==> src/rtl/csdma_pkg.sv <==
package csdma_pkg;
    typedef enum logic [2:0] {
        ST_IDLE,
        ST_RD_REQ,
        ST_RD_CYC,
        ST_WR_REQ,
        ST_WR_CYC,
        ST_FIN
    } xfer_state_t;
endpackage

==> src/rtl/csdma_req_edge.sv <==
module csdma_req_edge #(
    parameter int SYNC_STAGES = 2
) (
    input  logic clk,
    input  logic rst_n,
    input  logic req_n,
    input  logic sync_mode,
    input  logic enable,
    input  logic svc_start,
    input  logic flush,
    output logic pending
);
    localparam int LAST = SYNC_STAGES - 1;

    logic [SYNC_STAGES-1:0] chain;
    logic                   sel_q;
    logic                   prev_q;
    logic                   fall;

    // sampling chain; stage 0 is the synchronous sample, the last adds delay
    generate
        for (genvar i = 0; i < SYNC_STAGES; i++) begin : g_stage
            if (i == 0) begin : g_first
                always_ff @(posedge clk or negedge rst_n) begin
                    if (!rst_n) chain[0] <= 1'b1;
                    else        chain[0] <= req_n;
                end
            end else begin : g_rest
                always_ff @(posedge clk or negedge rst_n) begin
                    if (!rst_n) chain[i] <= 1'b1;
                    else        chain[i] <= chain[i-1];
                end
            end
        end
    endgenerate

    assign sel_q = sync_mode ? chain[0] : chain[LAST];

    always_ff @(posedge clk or negedge rst_n) begin
        if (!rst_n) prev_q <= 1'b1;
        else        prev_q <= sel_q;
    end

    assign fall = prev_q & ~sel_q;

    // single pending latch; an edge in the service-start clock re-sets it
    always_ff @(posedge clk or negedge rst_n) begin
        if (!rst_n)     pending <= 1'b0;
        else if (flush) pending <= 1'b0;
        else            pending <= (fall & enable) | (pending & ~svc_start);
    end
endmodule

==> src/rtl/csdma_counter.sv <==
module csdma_counter #(
    parameter int AW = 16,
    parameter int CW = 8
) (
    input  logic          clk,
    input  logic          rst_n,
    input  logic          load,
    input  logic [CW-1:0] cnt_in,
    input  logic [AW-1:0] src_in,
    input  logic [AW-1:0] dst_in,
    input  logic          periph_src,
    input  logic          step,
    output logic [AW-1:0] src_ptr,
    output logic [AW-1:0] dst_ptr,
    output logic          last
);
    localparam logic [CW-1:0] ONE_C = CW'(1);
    localparam logic [AW-1:0] ONE_A = AW'(1);

    logic [CW-1:0] cnt;

    always_ff @(posedge clk or negedge rst_n) begin
        if (!rst_n) begin
            cnt     <= '0;
            src_ptr <= '0;
            dst_ptr <= '0;
        end else if (load) begin
            cnt     <= cnt_in;
            src_ptr <= src_in;
            dst_ptr <= dst_in;
        end else if (step) begin
            cnt <= cnt - ONE_C;
            if (periph_src) dst_ptr <= dst_ptr + ONE_A;
            else            src_ptr <= src_ptr + ONE_A;
        end
    end

    assign last = (cnt == ONE_C);
endmodule

==> src/rtl/csdma_fsm.sv <==
module csdma_fsm
    import csdma_pkg::*;
(
    input  logic        clk,
    input  logic        rst_n,
    input  logic        pending,
    input  logic        bus_grant,
    input  logic        cyc_done,
    input  logic        last,
    input  logic        arm_ok,
    input  logic        periph_src,
    output xfer_state_t state,
    output logic        svc_start,
    output logic        rd_done,
    output logic        wr_done,
    output logic        bus_req,
    output logic        cyc_active,
    output logic        cyc_write,
    output logic        per_ack,
    output logic        done
);
    xfer_state_t nxt;

    // next-state logic
    always_comb begin
        nxt = state;
        unique case (state)
            ST_IDLE:   if (!arm_ok && pending) nxt = ST_RD_REQ;
            ST_RD_REQ: if (bus_grant) nxt = ST_RD_CYC;
            ST_RD_CYC: if (cyc_done) nxt = bus_grant ? ST_WR_CYC : ST_WR_REQ;
            ST_WR_REQ: if (bus_grant) nxt = ST_WR_CYC;
            ST_WR_CYC: begin
                if (cyc_done) begin
                    if (last)                      nxt = ST_FIN;
                    else if (pending && bus_grant) nxt = ST_RD_CYC;
                    else if (pending)              nxt = ST_RD_REQ;
                    else                           nxt = ST_IDLE;
                end
            end
            ST_FIN:    if (arm_ok) nxt = ST_IDLE;
            default:   nxt = ST_FIN;
        endcase
    end

    // state register
    always_ff @(posedge clk or negedge rst_n) begin
        if (!rst_n) state <= ST_FIN;
        else        state <= nxt;
    end

    // outputs
    always_comb begin
        bus_req    = 1'b0;
        cyc_active = 1'b0;
        cyc_write  = 1'b0;
        per_ack    = 1'b0;
        done       = 1'b0;
        rd_done    = 1'b0;
        wr_done    = 1'b0;
        svc_start  = 1'b0;
        unique case (state)
            ST_IDLE: ;
            ST_RD_REQ: begin
                bus_req   = 1'b1;
                svc_start = bus_grant;
            end
            ST_RD_CYC: begin
                bus_req    = 1'b1;
                cyc_active = 1'b1;
                per_ack    = periph_src;
                rd_done    = cyc_done;
            end
            ST_WR_REQ: bus_req = 1'b1;
            ST_WR_CYC: begin
                bus_req    = 1'b1;
                cyc_active = 1'b1;
                cyc_write  = 1'b1;
                per_ack    = ~periph_src;
                wr_done    = cyc_done;
                svc_start  = cyc_done & ~last & pending & bus_grant;
            end
            ST_FIN:  done = 1'b1;
            default: done = 1'b1;
        endcase
    end
endmodule

==> src/rtl/csdma_top.sv <==
module csdma_top
    import csdma_pkg::*;
#(
    parameter int AW = 16,
    parameter int DW = 16,
    parameter int CW = 8
) (
    input  logic          clk,
    input  logic          rst_n,
    input  logic          per_req_n,
    output logic          per_ack,
    input  logic          cfg_periph_src,
    input  logic          cfg_sync_req,
    input  logic          arm,
    input  logic [CW-1:0] arm_count,
    input  logic [AW-1:0] arm_src,
    input  logic [AW-1:0] arm_dst,
    output logic          bus_req,
    input  logic          bus_grant,
    output logic          cyc_active,
    output logic          cyc_write,
    input  logic          cyc_done,
    output logic [AW-1:0] bus_addr,
    input  logic [DW-1:0] rd_data,
    output logic [DW-1:0] wr_data,
    output logic          done
);
    xfer_state_t   state;
    logic          pending, svc_start, rd_done, wr_done, last, arm_ok;
    logic [AW-1:0] src_ptr, dst_ptr;

    assign arm_ok = arm && (arm_count != '0) &&
                    ((state == ST_IDLE) || (state == ST_FIN));

    csdma_req_edge #(.SYNC_STAGES(2)) u_edge (
        .clk       (clk),
        .rst_n     (rst_n),
        .req_n     (per_req_n),
        .sync_mode (cfg_sync_req),
        .enable    (state != ST_FIN),
        .svc_start (svc_start),
        .flush     (arm_ok),
        .pending   (pending)
    );

    csdma_counter #(.AW(AW), .CW(CW)) u_cnt (
        .clk        (clk),
        .rst_n      (rst_n),
        .load       (arm_ok),
        .cnt_in     (arm_count),
        .src_in     (arm_src),
        .dst_in     (arm_dst),
        .periph_src (cfg_periph_src),
        .step       (wr_done),
        .src_ptr    (src_ptr),
        .dst_ptr    (dst_ptr),
        .last       (last)
    );

    csdma_fsm u_fsm (
        .clk        (clk),
        .rst_n      (rst_n),
        .pending    (pending),
        .bus_grant  (bus_grant),
        .cyc_done   (cyc_done),
        .last       (last),
        .arm_ok     (arm_ok),
        .periph_src (cfg_periph_src),
        .state      (state),
        .svc_start  (svc_start),
        .rd_done    (rd_done),
        .wr_done    (wr_done),
        .bus_req    (bus_req),
        .cyc_active (cyc_active),
        .cyc_write  (cyc_write),
        .per_ack    (per_ack),
        .done       (done)
    );

    // operand hold register: survives a lost grant between read and write
    always_ff @(posedge clk or negedge rst_n) begin
        if (!rst_n)       wr_data <= '0;
        else if (rd_done) wr_data <= rd_data;
    end

    assign bus_addr = cyc_write ? dst_ptr : src_ptr;
endmodule

==> config.mk <==
export PLATFORM = sky130hd
export DESIGN_NAME = csdma_top
export DESIGN_NICKNAME = d
export VERILOG_FILES = /design/src/rtl/csdma_pkg.sv /design/src/rtl/csdma_req_edge.sv /design/src/rtl/csdma_counter.sv /design/src/rtl/csdma_fsm.sv /design/src/rtl/csdma_top.sv
export SDC_FILE = /design/constraint.sdc
export NUM_CORES = 1
export LEC_CHECK = 0
export BUFFER_PORTS_ARGS = -buffer_cell sky130_fd_sc_hd__buf_2
export CAP_MARGIN = 20
export CORE_AREA = 2 2 116 118
export DETAILED_ROUTE_END_ITERATION = 10
export DIE_AREA = 0 0 118 120
export PLACE_DENSITY_LB_ADDON = 0.2
export SYNTH_ARGS = -nofsm -noshare
export SYNTH_HDL_FRONTEND = slang
export SYNTH_SLANG_ARGS = --single-unit
==> constraint.sdc <==
create_clock -name clk -period 2 [get_ports clk]
set_input_delay 0.1 -clock clk [delete_from_list [all_inputs] [get_ports clk]]
set_output_delay 0.1 -clock clk [all_outputs]
set_load 0.03 [all_outputs]
Yosys cells after proc, flatten, opt, wreduce, memory -nomap -nowiden
Cells that the tools add are included.
Operators by class
  shifts and indexed selects: 0
  magnitude comparators: 0
  div/mod/pow operators: 0
  eq/ne operators: 14
  multiplexer cells: 30
  add/sub/neg operators: 3
  bitwise gates (word level): 11
  reduce and logical (&&, ||, !) cells: 16
  multipliers: 0
Operators by type and width (count)
  16-bit 2-to-1 mux: 7
  16-bit by 1-bit adder with 16-bit output, second input constant: 2
  3-bit 2-to-1 mux: 9
  3-bit case mux with 6 select lines: 1
  8-bit 2-to-1 mux: 2
  1-bit 2-to-1 mux: 9
  8-bit by 1-bit == test with 1-bit output, second input constant: 1
  2-bit != test, second input constant: 4
  8-bit nonzero test: 1
  8-bit by 1-bit subtractor with 8-bit output, second input constant: 1
  1-bit bitwise AND: 6
  3-bit by 2-bit == test with 1-bit output, second input constant: 2
  3-bit == test, second input constant: 2
  2-bit by 1-bit != test with 1-bit output, second input constant: 3
  6-bit AND reduction: 1
  5-bit OR reduction: 1
  1-bit logical AND: 4
  1-bit inverter: 4
  1-bit case mux with 2 select lines: 2
  2-bit AND reduction: 2
  2-bit nonzero test: 2
  4-bit OR reduction: 1
  3-bit by 1-bit == test with 1-bit output, second input constant: 1
  3-bit zero test: 1
  other kinds (5): 5
Word-level totals
  logic and storage cells: 83
  memory bits (writable): 0
  memories kept: 0
  bits in read-only memories: 0
  output and inout bits: 37
  bits in latches: 0
  flip-flop bits (word level): 63
  bits of input ports: 64

Logic depth before layout (Yosys ltp)
  depth after elaboration: 10
  mapped depth: 8

By module
From an unflattened synthesis, not the netlist that was laid out.
Second synthesis, totals
  cell total of the unflattened synthesis: 362
  area total of the unflattened synthesis: 3757.4 µm²
By module, submodules not included
  csdma_counter: area an instance 2354.8 µm², instances 1, cells an instance 252, sequential area each 1001.0 µm²
  csdma_top: area an instance 928.4 µm², instances 1, cells an instance 58, sequential area each 400.4 µm²
  csdma_fsm: area an instance 327.8 µm², instances 1, cells an instance 44, sequential area each 77.6 µm²
  csdma_req_edge: area an instance 146.4 µm², instances 1, cells an instance 8, sequential area each 103.8 µm²

Worst setup path after synthesis
Ideal clock, no wire load.
  path kind: register -> output
  from: register u_fsm.state[0]
  to: output port bus_addr[10]
  setup slack: -0.081 ns
  stages on the path, launching flop included: 5
  arrival: 1.981 ns
  required time: 1.900 ns
  path buffers: 2
  path through: dfstp_2 -> clkbuf_1 -> nor3_2 -> clkbuf_1 -> o21ai_0
On the way
  cells in the longest elaborated chain, start to end: 3
RTL lines
  start: declaration: RTL line csdma_fsm.sv:12  | output xfer_state_t state,
  start signal: assignment: RTL line csdma_fsm.sv:48  | else state <= nxt;
  3-bit == test: RTL line csdma_fsm.sv:61  | unique case (state)
  1-bit 2-to-1 mux: RTL line csdma_fsm.sv:61
  net cyc_write: RTL line csdma_top.sv:21  | output logic cyc_write,
  16-bit 2-to-1 mux: RTL line csdma_top.sv:86  | assign bus_addr = cyc_write ? dst_ptr : src_ptr;
  end: declaration: RTL line csdma_top.sv:23  | output logic [AW-1:0] bus_addr,
The timed path passes the listed nets, and every way through them passes these cells.

Final worst setup path
  from: register u_fsm.state[2]
  to: register u_cnt.dst_ptr[10]
On the way
  cells in the longest elaborated chain, start to end: 5
  elaborated cells on any way between the ends: 10
  those cells by class: 2 x eq/ne; 2 x mux; 6 x reduce/logical
RTL lines
  3-bit == test or 3-bit zero test (tied branches): RTL line csdma_top.sv:33  | ((state == ST_IDLE) || (state == ST_FIN));
  1-bit logical OR: RTL line csdma_top.sv:33
  1-bit logical AND: RTL line csdma_top.sv:32  | assign arm_ok = arm && (arm_count != '0) &&
  2-bit nonzero test (no source line)
  2-bit AND reduction (no source line)
  end signal: assignment: RTL line csdma_counter.sv:30  | dst_ptr <= dst_in;
  end signal: assignment: RTL line csdma_counter.sv:33  | if (periph_src) dst_ptr <= dst_ptr + ONE_A;
  end: declaration: RTL line csdma_counter.sv:14  | output logic [AW-1:0] dst_ptr,
Parallel ways exist; a longest one is shown, timed or not.
A chain may end at the register's enable or synchronous reset.

==> results.json <==
{
  "critPathCaptureType": "flip-flop",
  "path_buf_inv": 2,
  "grt_pass1_wl_um": 20000,
  "hp-class": "in2reg",
  "final_util": 0.437,
  "yosysTopAreaCellShare": 0.382,
  "cp_top_family": "flip-flops",
  "finalHoldViolCount": 0,
  "hpwl_um": 8410,
  "pre_cts_ws_ns": 0.00192,
  "skew_ns": 0.00677,
  "status": "finished, violations left",
  "worst_pin_slew_ns": 0.658,
  "grt_use_total": 0.179,
  "clock_latency_ns": 0.34,
  "core_um2": 13000,
  "placed_area_um2": 4730,
  "synth_seq_area_share": 0.417,
  "synth_top_area_cell": "dfrtp_1",
  "antenna_found_initial": 0,
  "period_share": 1.00,
  "yosys-top-cells-count": "dfrtp_1, nand2_1, mux2_2, o21ai_0, nor2_1",
  "pwr-share-clk": 0.168,
  "cellPowerDensity_nw_per_um2": 1520,
  "clock_sinks": 63,
  "drt-initial-drc-count": 146,
  "whs_ns": 0.0103,
  "worst_ep_arrival_time_ns": 2.22,
  "avgSynthCellArea_um2": 9.83,
  "vdd_drop_max_mv": 0.964,
  "tns_ns": -0.0103,
  "cts.path.max_buffers": 2,
  "firstDrtPassIters": 4,
  "max-slew-margin-rel": 0.561,
  "final_cells": 744,
  "required_ns": 2.22,
  "initial_core_util": 0.292,
  "diodes": 0,
  "cp_cell_sequence": "buf_4, xnor2_1, o2111ai_2, buf_12, mux2_2, a221o_1",
  "final.min_clock_period_ns": 2.01,
  "power_mw": 8.63,
  "fin_area_um2": 5680,
  "synth.most_common_cell": "dfrtp_1",
  "p_sw_mw": 3.79,
  "drive_gt1_frac": 0.396,
  "violations": "negative setup slack",
  "async_reset_ff_frac": 1.00,
  "gp_congestion": 0.822,
  "cts_root_buf": "clkbuf_16",
  "slowest_stage": "dfstp_2",
  "synth_warnings": 0,
  "cts_buffers": 9,
  "portBuffers": 100,
  "maxCapViolations": 0,
  "std_cell_rows": 42,
  "nets": 631,
  "dieArea_um2": 14200,
  "intPower_mw": 4.84,
  "slew_viol_final": 0,
  "ctsHtreeMaxLevel": 3,
  "synth_edf_count": 0,
  "viasPerCell": 5.13,
  "fmax_ghz": 0.499,
  "synth_area_um2": 3800,
  "synth_nets": 454,
  "synth_cell_types": 65,
  "cts_tree": "yes",
  "globalRouteOverflowTotal": 0,
  "ys.flop_type": "dfrtp_1",
  "crit_fanout": 13,
  "place_inst": 678,
  "p_sw_frac": 0.439,
  "grt_pass1_vias": 3904,
  "boundaryPins": 101,
  "drc": 0,
  "setup_viol": 3,
  "area_delta_synth_final_pct": 49.5,
  "critical_path.max_stage_delay_ns": 0.55,
  "seqPwrFrac": 0.292,
  "p_leak_nw": 2.48,
  "grt_max_degree": 64,
  "routed_wl_um": 12500,
  "drtAntennaViolNets": 0,
  "dieHeight_um": 120,
  "crit_type": "reg2reg",
  "synthCells": 386,
  "die_width_um": 118,
  "num_vias": 3819,
  "clkTransAtPathRegs_ns": 0.06,
  "pwr-share-comb": 0.540,
  "setup_ws_ns": -0.00507,
  "wl_per_cell_um": 16.7,
  "rsz0062_at_grt": "true",
  "synth-seq-cells": 63,
  "synth_area_leaders": "dfrtp_1, mux2_2, a221o_1",
  "setup.worst_path.start_class": "flip-flop"
}
==> per-layer routing <==
layer	track usage	part of all wire	up-vias	wire length [um]
li1	-	-	1827	-
met1	0.228	0.46	1839	5790
met2	0.300	0.46	136	5780
met3	0.0318	0.051	17	637
met4	0.0745	0.019	0	242
met5	0	0	-	0
==> what timing repair did <==
action                                  CTS  global route
hold buffers                             42             0
hold endpoints to repair                 99             0
buffers inserted                          4             1
resized for setup                         6            50
pin swaps                                 2             2
cloned                                    2             1
endpoints found under the setup margin   12            42
==> kinds of logic after synthesis <==
| group | synth area share |
|---|---|
| AND/OR/NAND/NOR | 0.207 |
| buffers and inverters | 0.0527 |
| flip-flops | 0.417 |
| XOR/XNOR | 0.0323 |
| multiplexers | 0.113 |
| adder cells (fa/ha/maj) | 0.0132 |
| AO/OA/AOI/OAI | 0.164 |
==> cell type report <==
type / count / area, um^2
Multi-Input combinational cell: 283 / 2100
Sequential cell: 63 / 1580
Fill cell: 1296 / 7300
Clock inverter: 7 / 50.0
Timing Repair Buffer: 189 / 1430
Clock buffer: 9 / 225
Inverter: 17 / 63.8
Tap cell: 176 / 220
==> layout by cell type (no fill, tap or decap), types with 10 or more instances in the layout <==
master,instances
buf_4,44
dfrtp_1,57
o21ai_0,21
xnor2_1,10
inv_1,16
a221o_1,14
nor2_1,17
nand3_1,15
mux2_2,26
nand2_1,34
buf_2,88
nor3_1,13
dlygate4sd3_1,42
nand4_1,14
==> tightest hold or removal path, cell delays in order <==
cell     delay [ns]
buf_2          0.09
a32oi_1        0.05
o21ai_0        0.07
==> path summary, 6_finish.rpt <==
check | startpoint | to | slack (ns) | depth (start not counted)
worst max-delay path | u_fsm.state[2] | u_cnt.dst_ptr[10] | -0.005 | 6
worst min-delay path | arm_count[6] | u_cnt.cnt[6] | 0.01 | 3
worst max register to register | u_fsm.state[2] | u_cnt.dst_ptr[10] | -0.005 | 6
worst min register to register | u_edge.chain[0] | u_edge.chain[1] | 0.37 | 0
max in group asynchronous | rst_n | u_fsm.state[0] | 1.35 | 3
min in group asynchronous | rst_n | u_cnt.dst_ptr[1] | 0.33 | 3
==> power groups by stage <==
stage | Combinational (mW) | Clock [mW] | Sequential [mW]
CTS | 4.37 | 1.50 | 2.50
detailed placement | 4.11 | 0 | 2.51
global placement | 4.07 | 0 | 2.50
global route | 5.03 | 1.55 | 2.62
finish | 4.66 | 1.45 | 2.52
floorplan | 2.51 | 0 | 2.68
==> sequential cells by signal, summed over array words and instances, names as in the netlist <==
signal / flops
u_cnt.dst_ptr: 16
wr_data: 16
u_fsm.state: 3
u_cnt.src_ptr: 16
u_cnt.cnt: 8
u_edge.chain: 2
u_edge.prev_q: 1
u_edge.pending: 1
(Power assumes the default switching activity.)
